===== src/rtl/isup_pkg.sv =====
package isup_pkg;
  localparam int ST_W = 3;

  typedef enum logic [ST_W-1:0] {
    S_BOOT  = 3'd0,
    S_READY = 3'd1,
    S_CMD   = 3'd2,
    S_CAL   = 3'd3,
    S_ACQ   = 3'd4,
    S_RECOV = 3'd5
  } sup_state_e;

  typedef enum logic [2:0] {
    K_CAL,
    K_MEAS,
    K_RESTART,
    K_RESUME,
    K_OTHER
  } cmd_kind_e;
endpackage


===== src/rtl/isup_cmd_decode.sv =====
module isup_cmd_decode #(
  parameter int              CMD_W        = 4,
  parameter logic [CMD_W-1:0] CODE_CAL     = 4'h1,
  parameter logic [CMD_W-1:0] CODE_MEAS    = 4'h2,
  parameter logic [CMD_W-1:0] CODE_RESTART = 4'hE,
  parameter logic [CMD_W-1:0] CODE_RESUME  = 4'hF
) (
  input  logic [CMD_W-1:0]   code,
  output isup_pkg::cmd_kind_e kind
);
  import isup_pkg::*;

  always_comb begin
    if (code == CODE_CAL)          kind = K_CAL;
    else if (code == CODE_MEAS)    kind = K_MEAS;
    else if (code == CODE_RESTART) kind = K_RESTART;
    else if (code == CODE_RESUME)  kind = K_RESUME;
    else                           kind = K_OTHER;
  end
endmodule


===== src/rtl/isup_fault_detect.sv =====
module isup_fault_detect #(
  parameter int FST_W  = 4,
  parameter int PERR_W = 4
) (
  input  isup_pkg::sup_state_e state,
  input  logic                 boot_err,
  input  logic                 cfg_err,
  input  logic                 cal_err,
  input  logic                 acq_err,
  input  logic [FST_W-1:0]     fpga_stat,
  input  logic [PERR_W-1:0]    proc_err,
  output logic                 fpga_flag,
  output logic                 fault
);
  import isup_pkg::*;

  logic sub_err;

  // Only the sub-operation that is running may raise its own error
  always_comb begin
    case (state)
      S_BOOT:  sub_err = boot_err;
      S_CMD:   sub_err = cfg_err;
      S_CAL:   sub_err = cal_err;
      S_ACQ:   sub_err = acq_err;
      default: sub_err = 1'b0;
    endcase
  end

  assign fpga_flag = |fpga_stat;
  assign fault     = (state != S_RECOV) && (sub_err || fpga_flag || (|proc_err));
endmodule


===== src/rtl/isup_err_latch.sv =====
module isup_err_latch #(
  parameter  int PERR_W = 4,
  localparam int ERR_W  = isup_pkg::ST_W + 1 + PERR_W
) (
  input  logic                 clk,
  input  logic                 rst,
  input  logic                 capture,
  input  isup_pkg::sup_state_e at_state,
  input  logic                 fpga_flag,
  input  logic [PERR_W-1:0]    proc_err,
  output logic [ERR_W-1:0]     code
);
  // Snapshot of the fault context, taken in the cycle the fault is seen
  always_ff @(posedge clk) begin
    if (rst)          code <= '0;
    else if (capture) code <= {at_state, fpga_flag, proc_err};
  end


  snap_hold_chk: assert property (@(posedge clk) disable iff (rst)
    !capture |=> $stable(code));
endmodule


===== src/rtl/isup_rej_counter.sv =====
module isup_rej_counter #(
  parameter int RC_W = 8
) (
  input  logic            clk,
  input  logic            rst,
  input  logic            inc,
  output logic [RC_W-1:0] count
);
  localparam logic [RC_W-1:0] CNT_MAX = {RC_W{1'b1}};

  always_ff @(posedge clk) begin
    if (rst)                         count <= '0;
    else if (inc && count != CNT_MAX) count <= count + 1'b1;
  end


  rej_monotonic_chk: assert property (@(posedge clk) disable iff (rst)
    1'b1 |=> count >= $past(count));

  rej_saturate_chk: assert property (@(posedge clk) disable iff (rst)
    (count == CNT_MAX) |=> (count == CNT_MAX));
endmodule


===== src/rtl/isup_supervisor.sv =====
module isup_supervisor #(
  parameter  int               CMD_W        = 4,
  parameter  int               FST_W        = 4,
  parameter  int               PERR_W       = 4,
  parameter  int               RC_W         = 8,
  parameter  logic [CMD_W-1:0] CODE_CAL     = 4'h1,
  parameter  logic [CMD_W-1:0] CODE_MEAS    = 4'h2,
  parameter  logic [CMD_W-1:0] CODE_RESTART = 4'hE,
  parameter  logic [CMD_W-1:0] CODE_RESUME  = 4'hF,
  localparam int               ERR_W        = isup_pkg::ST_W + 1 + PERR_W,
  localparam int               STAT_W       = isup_pkg::ST_W + ERR_W
) (
  input  logic              clk,
  input  logic              rst,
  input  logic              cmd_valid,
  input  logic [CMD_W-1:0]  cmd_code,
  input  logic              boot_ok,
  input  logic              boot_err,
  input  logic              cfg_ok,
  input  logic              cfg_err,
  input  logic              cal_ok,
  input  logic              cal_err,
  input  logic              acq_ok,
  input  logic              acq_err,
  input  logic [FST_W-1:0]  fpga_stat,
  input  logic [PERR_W-1:0] proc_err,
  output logic              boot_start,
  output logic              cfg_start,
  output logic              cal_start,
  output logic              acq_start,
  output logic [CMD_W-1:0]  cfg_cmd,
  output logic [STAT_W-1:0] status,
  output logic [RC_W-1:0]   rej_count
);
  import isup_pkg::*;

  sup_state_e       state_q, state_d;
  cmd_kind_e        kind;
  logic             fault, fpga_flag, accept;
  logic [ERR_W-1:0] err_code;

  isup_cmd_decode #(
    .CMD_W(CMD_W), .CODE_CAL(CODE_CAL), .CODE_MEAS(CODE_MEAS),
    .CODE_RESTART(CODE_RESTART), .CODE_RESUME(CODE_RESUME)
  ) u_decode (
    .code (cmd_code),
    .kind (kind)
  );

  isup_fault_detect #(.FST_W(FST_W), .PERR_W(PERR_W)) u_fault (
    .state     (state_q),
    .boot_err  (boot_err),
    .cfg_err   (cfg_err),
    .cal_err   (cal_err),
    .acq_err   (acq_err),
    .fpga_stat (fpga_stat),
    .proc_err  (proc_err),
    .fpga_flag (fpga_flag),
    .fault     (fault)
  );

  isup_err_latch #(.PERR_W(PERR_W)) u_snap (
    .clk       (clk),
    .rst       (rst),
    .capture   (fault),
    .at_state  (state_q),
    .fpga_flag (fpga_flag),
    .proc_err  (proc_err),
    .code      (err_code)
  );

  isup_rej_counter #(.RC_W(RC_W)) u_rej (
    .clk   (clk),
    .rst   (rst),
    .inc   (cmd_valid && !accept),
    .count (rej_count)
  );

  // Next-state selection: a fault outranks everything else
  always_comb begin
    state_d = state_q;
    accept  = 1'b0;
    if (fault) begin
      state_d = S_RECOV;
    end else begin
      case (state_q)
        S_BOOT:  if (boot_ok) state_d = S_READY;
        S_READY: if (cmd_valid) begin
          accept = 1'b1;
          case (kind)
            K_CAL:   state_d = S_CAL;
            K_MEAS:  state_d = S_ACQ;
            default: state_d = S_CMD;
          endcase
        end
        S_CMD:   if (cfg_ok) state_d = S_READY;
        S_CAL:   if (cal_ok) state_d = S_READY;
        S_ACQ:   if (acq_ok) state_d = S_READY;
        S_RECOV: if (cmd_valid) begin
          if (kind == K_RESTART) begin
            accept  = 1'b1;
            state_d = S_BOOT;
          end else if (kind == K_RESUME) begin
            accept  = 1'b1;
            state_d = S_READY;
          end
        end
        default: state_d = S_BOOT;
      endcase
    end
  end

  wire changing = (state_d != state_q);

  always_ff @(posedge clk) begin
    if (rst) begin
      state_q    <= S_BOOT;
      boot_start <= 1'b1;
      cfg_start  <= 1'b0;
      cal_start  <= 1'b0;
      acq_start  <= 1'b0;
      cfg_cmd    <= '0;
      status     <= {{ERR_W{1'b0}}, S_BOOT};
    end else begin
      state_q    <= state_d;
      boot_start <= changing && (state_d == S_BOOT);
      cfg_start  <= changing && (state_d == S_CMD);
      cal_start  <= changing && (state_d == S_CAL);
      acq_start  <= changing && (state_d == S_ACQ);
      if (accept && state_d == S_CMD) cfg_cmd <= cmd_code;
      // The state field is left alone on entry to the fault state
      if (changing && state_d != S_RECOV)
        status <= {{ERR_W{1'b0}}, state_d};
      else if (state_q == S_RECOV)
        status[STAT_W-1:ST_W] <= err_code;
    end
  end


  start_onehot_chk: assert property (@(posedge clk) disable iff (rst)
    $onehot0({boot_start, cfg_start, cal_start, acq_start}));

  recov_freeze_chk: assert property (@(posedge clk) disable iff (rst)
    (state_q == S_RECOV && $past(state_q) != S_RECOV) |-> status[ST_W-1:0] == $past(status[ST_W-1:0]));

  err_zero_chk: assert property (@(posedge clk) disable iff (rst)
    (state_q != S_RECOV) |-> status[STAT_W-1:ST_W] == '0);

  recov_exit_chk: assert property (@(posedge clk) disable iff (rst)
    ($past(state_q) == S_RECOV && state_q != S_RECOV) |-> (state_q == S_BOOT || state_q == S_READY));

  cal_from_ready_chk: assert property (@(posedge clk) disable iff (rst)
    cal_start |-> $past(state_q) == S_READY);

  fault_to_recov_chk: assert property (@(posedge clk) disable iff (rst)
    fault |=> state_q == S_RECOV);
endmodule


===== config.mk =====
export PLATFORM = sky130hd
export DESIGN_NAME = isup_supervisor
export DESIGN_NICKNAME = d
export VERILOG_FILES = /design/src/rtl/isup_pkg.sv /design/src/rtl/isup_cmd_decode.sv /design/src/rtl/isup_fault_detect.sv /design/src/rtl/isup_err_latch.sv /design/src/rtl/isup_rej_counter.sv /design/src/rtl/isup_supervisor.sv
export SDC_FILE = /design/constraint.sdc
export NUM_CORES = 1
export LEC_CHECK = 0
export ABC_AREA = 1
export BUFFER_PORTS_ARGS = -buffer_cell sky130_fd_sc_hd__buf_2
export CORE_MARGIN = 1
export CORE_UTILIZATION = 44
export DETAILED_ROUTE_END_ITERATION = 6
export GPL_TIMING_DRIVEN = 0
export PLACE_DENSITY = 0.81
export SLEW_MARGIN = 25
export SYNTH_ARGS = -nofsm -noshare
export SYNTH_HDL_FRONTEND = slang
export SYNTH_SLANG_ARGS = --single-unit

===== constraint.sdc =====
create_clock -name clk -period 2.3 [get_ports clk]
set_input_delay 0.23 -clock clk [delete_from_list [all_inputs] [get_ports clk]]
set_output_delay 0.23 -clock clk [all_outputs]
set_load 0.01 [all_outputs]

* Word-level counts from Yosys, hierarchy flattened
Index checks and enable logic that the tools add are counted. W data, S select, Z words.
Word-level totals: flip-flop bits (word level) 38, input port bits 23, output and inout port bits 27, logic and storage cells 70
Cells by class: add/subtract/negate cells 1, eq/ne operators 19, mux-type cells 22, reductions and logical operators 18
Operators with widths (count):
- $mux W3 | 13
- $eq A3 B2 Y1 const B | 6
- $pmux W3 S6 | 1
- $eq A3 B3 Y1 const B | 3
- $logic_and A1 B1 Y1 | 9
- $logic_not A3 Y1 | 3
- $add A8 B1 Y8 const B | 1
- $eq A4 B4 Y1 const B | 2
- $ne A8 B8 Y1 const B | 1
- $reduce_or A4 Y1 | 2
- $eq A3 B1 Y1 const B | 2
- $ne A3 B3 Y1 const B | 2
- $pmux W3 S2 | 1
- $mux W1 | 5
- $eq A4 B1 Y1 const B | 1
- $eq A4 B2 Y1 const B | 1
- $pmux W1 S4 | 1
- $ne A3 B3 Y1 | 1
- $logic_or A1 B1 Y1 | 2
- $pmux W1 S2 | 1
- $reduce_or A2 Y1 | 1
- $logic_not A1 Y1 | 1

* Depth between registers and ports, before layout
depth in word-level cells 14, gate-level depth with buffers 15, gate-level depth less buffers 14

* By module
From an unflattened synthesis, not the netlist that was laid out.
Unflattened totals: cell total of the unflattened synthesis 311, area total of the unflattened synthesis 2045.7 um2
Modules (own cells, without submodules):
- isup_supervisor | instances 1, cells each 148, area each 1073.5 um2, seq. area each 440.4 um2
- isup_rej_counter | instances 1, cells each 77, area each 484.2 um2, seq. area each 160.2 um2
- isup_err_latch | instances 1, cells each 51, area each 341.6 um2, seq. area each 160.2 um2
- isup_fault_detect | instances 1, cells each 23, area each 97.6 um2, seq. area each 0.0 um2
- isup_cmd_decode | instances 1, cells each 12, area each 48.8 um2, seq. area each 0.0 um2

* Least setup slack after synthesis
Ideal clock, no wire load.
path type register -> register, start register u_rej.count[0], end register u_rej.count[3], arrival 1.573 ns, slack 0.657 ns, stages on the path, launching flop included 10, cell sequence dfxtp_1 -> ha_1 -> inv_1 -> nor4_1 -> a31oi_1 -> nand2_2 -> inv_1 -> nand2_1 -> o21ai_1 -> a21oi_1
On the way: cells in the longest elaborated chain, start to end 2, elaborated cells between the ends (all ways) 3, those cells by class 1 x add/sub; 1 x eq/ne; 1 x reduce/logical
Ends and longest elaborated chain:
- start, declared | RTL line isup_rej_counter.sv:7 | output logic [RC_W-1:0] count
- start signal, assigned | RTL line isup_rej_counter.sv:13 | else if (inc && count != CNT_MAX) count <= count + 1'b1;
- parallel branches: the longest is 2 deep, another holds $add A8 B1 Y8
Several ways; the timed one is not identified. A chain may end at the register's enable or synchronous reset.

* Final worst setup path
start register state_q[2], end register status[9]
On the way: cells in the longest elaborated chain, start to end 9, elaborated cells between the ends (all ways) 25, those cells by class 8 x eq/ne; 11 x mux; 6 x reduce/logical
Ends and longest elaborated chain:
- start, declared | RTL line isup_supervisor.sv:37 | sup_state_e state_q, state_d;
- start signal, assigned | RTL line isup_supervisor.sv:125 | state_q <= state_d;
- $eq A3 B3 Y1, or another cell as far along | RTL line isup_fault_detect.sv:21, isup_supervisor.sv:86
- $pmux W1 S4 | RTL line isup_fault_detect.sv:21 | case (state)
- $logic_or A1 B1 Y1 (2 in a row) | RTL line isup_fault_detect.sv:31 | assign fault = (state != S_RECOV) && (sub_err || fpga_flag || (|proc_err));
- $logic_and A1 B1 Y1 | RTL line isup_fault_detect.sv:31
- $mux W3 | RTL line isup_supervisor.sv:83 | if (fault) begin
- $ne A3 B3 Y1, on equally long branches | RTL line isup_supervisor.sv:113, isup_supervisor.sv:132
- $logic_and A1 B1 Y1 | RTL line isup_supervisor.sv:132 | if (changing && state_d != S_RECOV)
- $reduce_or A2 Y1 (no line)
- end signal, assigned | RTL line isup_supervisor.sv:123 | status <= {{ERR_W{1'b0}}, S_BOOT};
- end signal, assigned | RTL line isup_supervisor.sv:133 | status <= {{ERR_W{1'b0}}, state_d};
- end signal, assigned by index | RTL line isup_supervisor.sv:135 | status[STAT_W-1:ST_W] <= err_code;
- end, declared | RTL line isup_supervisor.sv:32 | output logic [STAT_W-1:0] status,
Parallel ways exist; a longest one is shown, timed or not.

==> Implementation_results.wiki <==
{| class="wikitable"
! Metric !! Value
|-
| Run status || completed
|-
| Core Box Area || ~0.0038 mm²
|-
| Clk slew on worst S/H paths || 0.07 ns
|-
| Synth Cell Area || roughly 0.0018 mm²
|-
| DRC errors left || 0
|-
| Post-route standard cell area excluding fillers || 0.00217 mm²
|-
| CP max FO || 10
|-
| Cell Area, Placed || about 0.0021 mm²
|-
| Highest ir drop seen on vdd || between 0.4 and 0.5 mV
|-
| First-iteration detailed-routing DRC count || 46
|-
| Clock root buffer || clkbuf_8
|-
| Overall die area || ~0.0043 mm²
|-
| # placed instances || 337
|-
| Signal arrival time at the worst endpoint || about 2.2 ns
|-
| Area fraction in and, or, nand and nor cells after synthesis || approximately a third
|-
| First-pass GRT wire length || 6.64 mm
|-
| Number of nets in the finished design || 320
|-
| Buffer count from post-CTS setup fixing || 0
|-
| Fraction of final layout cells sized beyond drive strength 1 || a little under 30%
|-
| Number of buffers inserted for hold repair after clock tree synthesis || 0
|-
| Worst slew margin relative to its limit || 67.2%
|-
| Initial antenna violation count || 0
|-
| Number of unique standard cell types used by synthesis || 29
|-
| Total of flip-flops plus latches after synthesis || 38
|-
| Pin count of the biggest net entering global routing || 12
|-
| Critical Setup Path Class || reg2reg
|-
| Global route overflow || 0
|-
| Antenna violation net count after detailed routing || 0
|-
| Total number of clock tree sinks || 38
|-
| Unrepaired setup endpoints after global routing || no
|-
| Aggregate negative setup slack || 0 ns
|-
| Worst-margin pin slew || 0.488 ns
|-
| Post-synthesis net count || 265
|-
| Detailed Place HPWL || 2.94 mm
|-
| Sw Pwr || about 360 µW
|-
| Xor/xnor share of the synthesized area || less than 1%
|-
| Synth Area in Compound Gates || approximately 16%
|-
| Share of synthesized area spent on multiplexers || 0%
|-
| Number of global-route vias before repair || roughly 1600
|-
| Crit path time final || around 2.0 ns
|-
| Combinational cell fraction of total power || about 14%
|-
| Post-cts resize count || 0
|-
| Final-report max-slew violation count || 0
|-
| Synthesized instance count || ~240
|-
| Routability cong. || around 0.80
|-
| Max-cap viol count || 0
|-
| Largest family of logic cells by synthesized area || simple AND/OR/NAND/NOR gates
|-
| GRT Overall Usage || 20.3%
|-
| Number of fill cells in the layout || 350
|-
| CTS tree || built
|-
| Hold violation total from the final report || 0
|-
| Area added between synthesis and finish || 22.1%
|-
| Vertical extent of the die || 65.5 µm
|-
| Worst Min Path Start || fpga_stat[0]
|-
| Sequential-to-total area share from yosys stat || between 40% and 50%
|-
| Ratio of total power to cell area || roughly 630 mW/mm²
|-
| Count of input and output buffers || 48
|-
| Data required time of the worst path || approximately 2.5 ns
|-
| Synthesized-area fraction occupied by adder cells || 0.705%
|-
| Worst min-delay path category || in2reg
|-
| H-tree Lvls || 2
|-
| Startpoint types || flip-flop
|-
| Relative contribution of the clock network to total power || between 30% and 40%
|-
| Syn_area_per_cell || 7.36 µm²
|-
| I/O Pins || 50
|-
| Setup crit end kind || flip-flop
|-
| Worst setup skew after layout || 0.00560 ns
|-
| Achievable frequency || 492 MHz
|-
| Yosys Warn Count || 0
|-
| DR vias/cell || 4.96
|-
| Number of cells in the finished layout apart from fillers || ~350
|-
| Latest clock arrival within the worst-skew pair || a little under 0.3 ns
|-
| Sw frac || a little over a quarter
|-
| Floorplan row count || 22
|-
| Wire length reported by the detailed router || between 3 and 4 mm
|-
| Starting Density || between 40% and 50%
|-
| Leakage power summed over all cells || between 1 and 1.5 nW
|-
| Startpoint of the worst setup timing path || state_q[2]$_SDFF_PP0_
|-
| Post-DR wirelength/cell || 11.5 µm
|-
| Clock buffer count from CTS || 5
|-
| Number of buffers on the longest clock path || 2
|-
| Number of detailed-route iterations in the first pass || 4
|-
| Share of the clock period used by the worst path after layout || about nine tenths
|-
| Antenna diode instance count || 0
|-
| Via Count || between 1500 and 2000
|-
| Portion of total power attributed to sequential cells || ~52%
|-
| Critical register-to-register path startpoint || state_q[2]$_SDFF_PP0_
|-
| Pint || about 1000 µW
|-
| Final number of setup-violating endpoints || 0
|-
| Die span in x || ~66 µm
|}
## Yosys cell counts
cell / number / area (µm²)
a211oi_1: 1 / 7.51
a21oi_1: 15 / 75.1
a21oi_2: 8 / 70.1
a31oi_1: 2 / 12.5
and3_1: 1 / 6.26
buf_2: 2 / 10.0
clkbuf_1: 3 / 11.3
clkinv_2: 1 / 5.00
dfxtp_1: 38 / 761
ha_1: 1 / 12.5
inv_1: 23 / 86.3
inv_2: 4 / 15.0
nand2_1: 50 / 188
nand2_2: 6 / 37.5
nand2_4: 5 / 56.3
nand3_1: 14 / 70.1
nand3_4: 1 / 17.5
nand3b_1: 1 / 7.51
nand4_1: 5 / 31.3
nor2_1: 30 / 113
nor2_2: 2 / 12.5
nor2_4: 2 / 22.5
nor3_1: 2 / 10.0
nor4_1: 1 / 6.26
o21ai_0: 16 / 80.1
o21ai_1: 3 / 15.0
o21ai_2: 2 / 17.5
xnor2_1: 1 / 8.76
xor2_1: 1 / 8.76
## layout make-up
class	count	area (µm²)	share of cell area [%]
Buffer	5	21.3	0.982
Clock buffer	7	86.3	3.99
Clock inverter	1	5.00	0.231
Inverter	28	106	4.91
Multi-Input combinational cell	170	886	40.9
Sequential cell	38	761	35.1
Tap cell	48	60.1	2.77
Timing Repair Buffer	48	240	11.1
## power by group through the flow
stage / clock, mW / combinational (mW) / sequential (mW)
floorplan: 0 / 0.124 / 0.721
global placement: 0 / 0.185 / 0.717
detailed placement: 0 / 0.188 / 0.718
CTS: 0.478 / 0.189 / 0.703
global route: 0.504 / 0.211 / 0.707
finish: 0.465 / 0.188 / 0.703
## through the flow
| stage | total power [mW] | util (%) | worst slack [ns] | hold WS, ns |
|---|---|---|---|---|
| after detailed placement | 0.906 | 55.0 | 0.307 | 0.453 |
| after floorplan | 0.845 | - | 0.657 | 0.378 |
| after global routing | 1.42 | 57.4 | 0.0992 | 0.221 |
| final | 1.36 | 57.4 | 0.266 | 0.210 |
| after CTS | 1.37 | 57.4 | 0.285 | 0.202 |
| after global placement | 0.902 | 55.0 | 0.332 | 0.450 |
## cells by family after synthesis
group | after synthesis
AO/OA/AOI/OAI | 47
XOR/XNOR | 2
adder cells (fa/ha/maj) | 1
buffers and inverters | 33
flip-flops | 38
AND/OR/NAND/NOR | 120
## state kept, by name, summed over array words and instances, names as in the netlist
signal,count
status,11
u_rej.count,8
u_snap.code,8
cfg_cmd,4
state_q,3
acq_start,1
boot_start,1
cal_start,1
cfg_start,1
## final timing paths
kind,slack (ns),end,cells past startpoint
min reg2reg,0.46,status[0]$_SDFFE_PP0P_,2
min,0.21,u_snap.code[4]$_SDFFE_PP0P_,3
max,0.27,status[9]$_SDFFE_PP0N_,11
max reg2reg,0.27,status[9]$_SDFFE_PP0N_,11
## cells in the final DEF, fill, tap and decap left out, types with 2 or more instances in the layout
master,count
buf_2,50
clkinv_2,2
dfxtp_1,38
clkbuf_8,6
inv_2,4
o21ai_1,3
o21ai_2,2
a21oi_1,15
nor3_1,2
nor2_2,2
nand4_1,5
inv_1,23
clkbuf_1,4
a31oi_1,2
nand3_1,14
nand2_4,5
a21oi_2,8
nor2_1,30
o21ai_0,16
nand2_1,50
nor2_4,2
nand2_2,6
## worst max-delay path, stage by stage, from the launching register on
cell     delay, ns
dfxtp_1       0.49
inv_2         0.17
nor2_4        0.28
inv_2         0.16
nand2_4       0.17
nand2_2       0.09
nand2_1       0.07
nand2_1       0.09
nand3_4       0.13
nand2_4       0.08
nand2_4       0.14
a21oi_2       0.04
## layer usage
layer  wire length, µm  vias up  GRT usage, %
met2              1850       46          35.7
li1                  -      892             -
met1              1790      765          22.8
met3               253        7          5.73
met5                 0        -             0
met4                60        0          7.88
(Power assumes the default switching activity.)
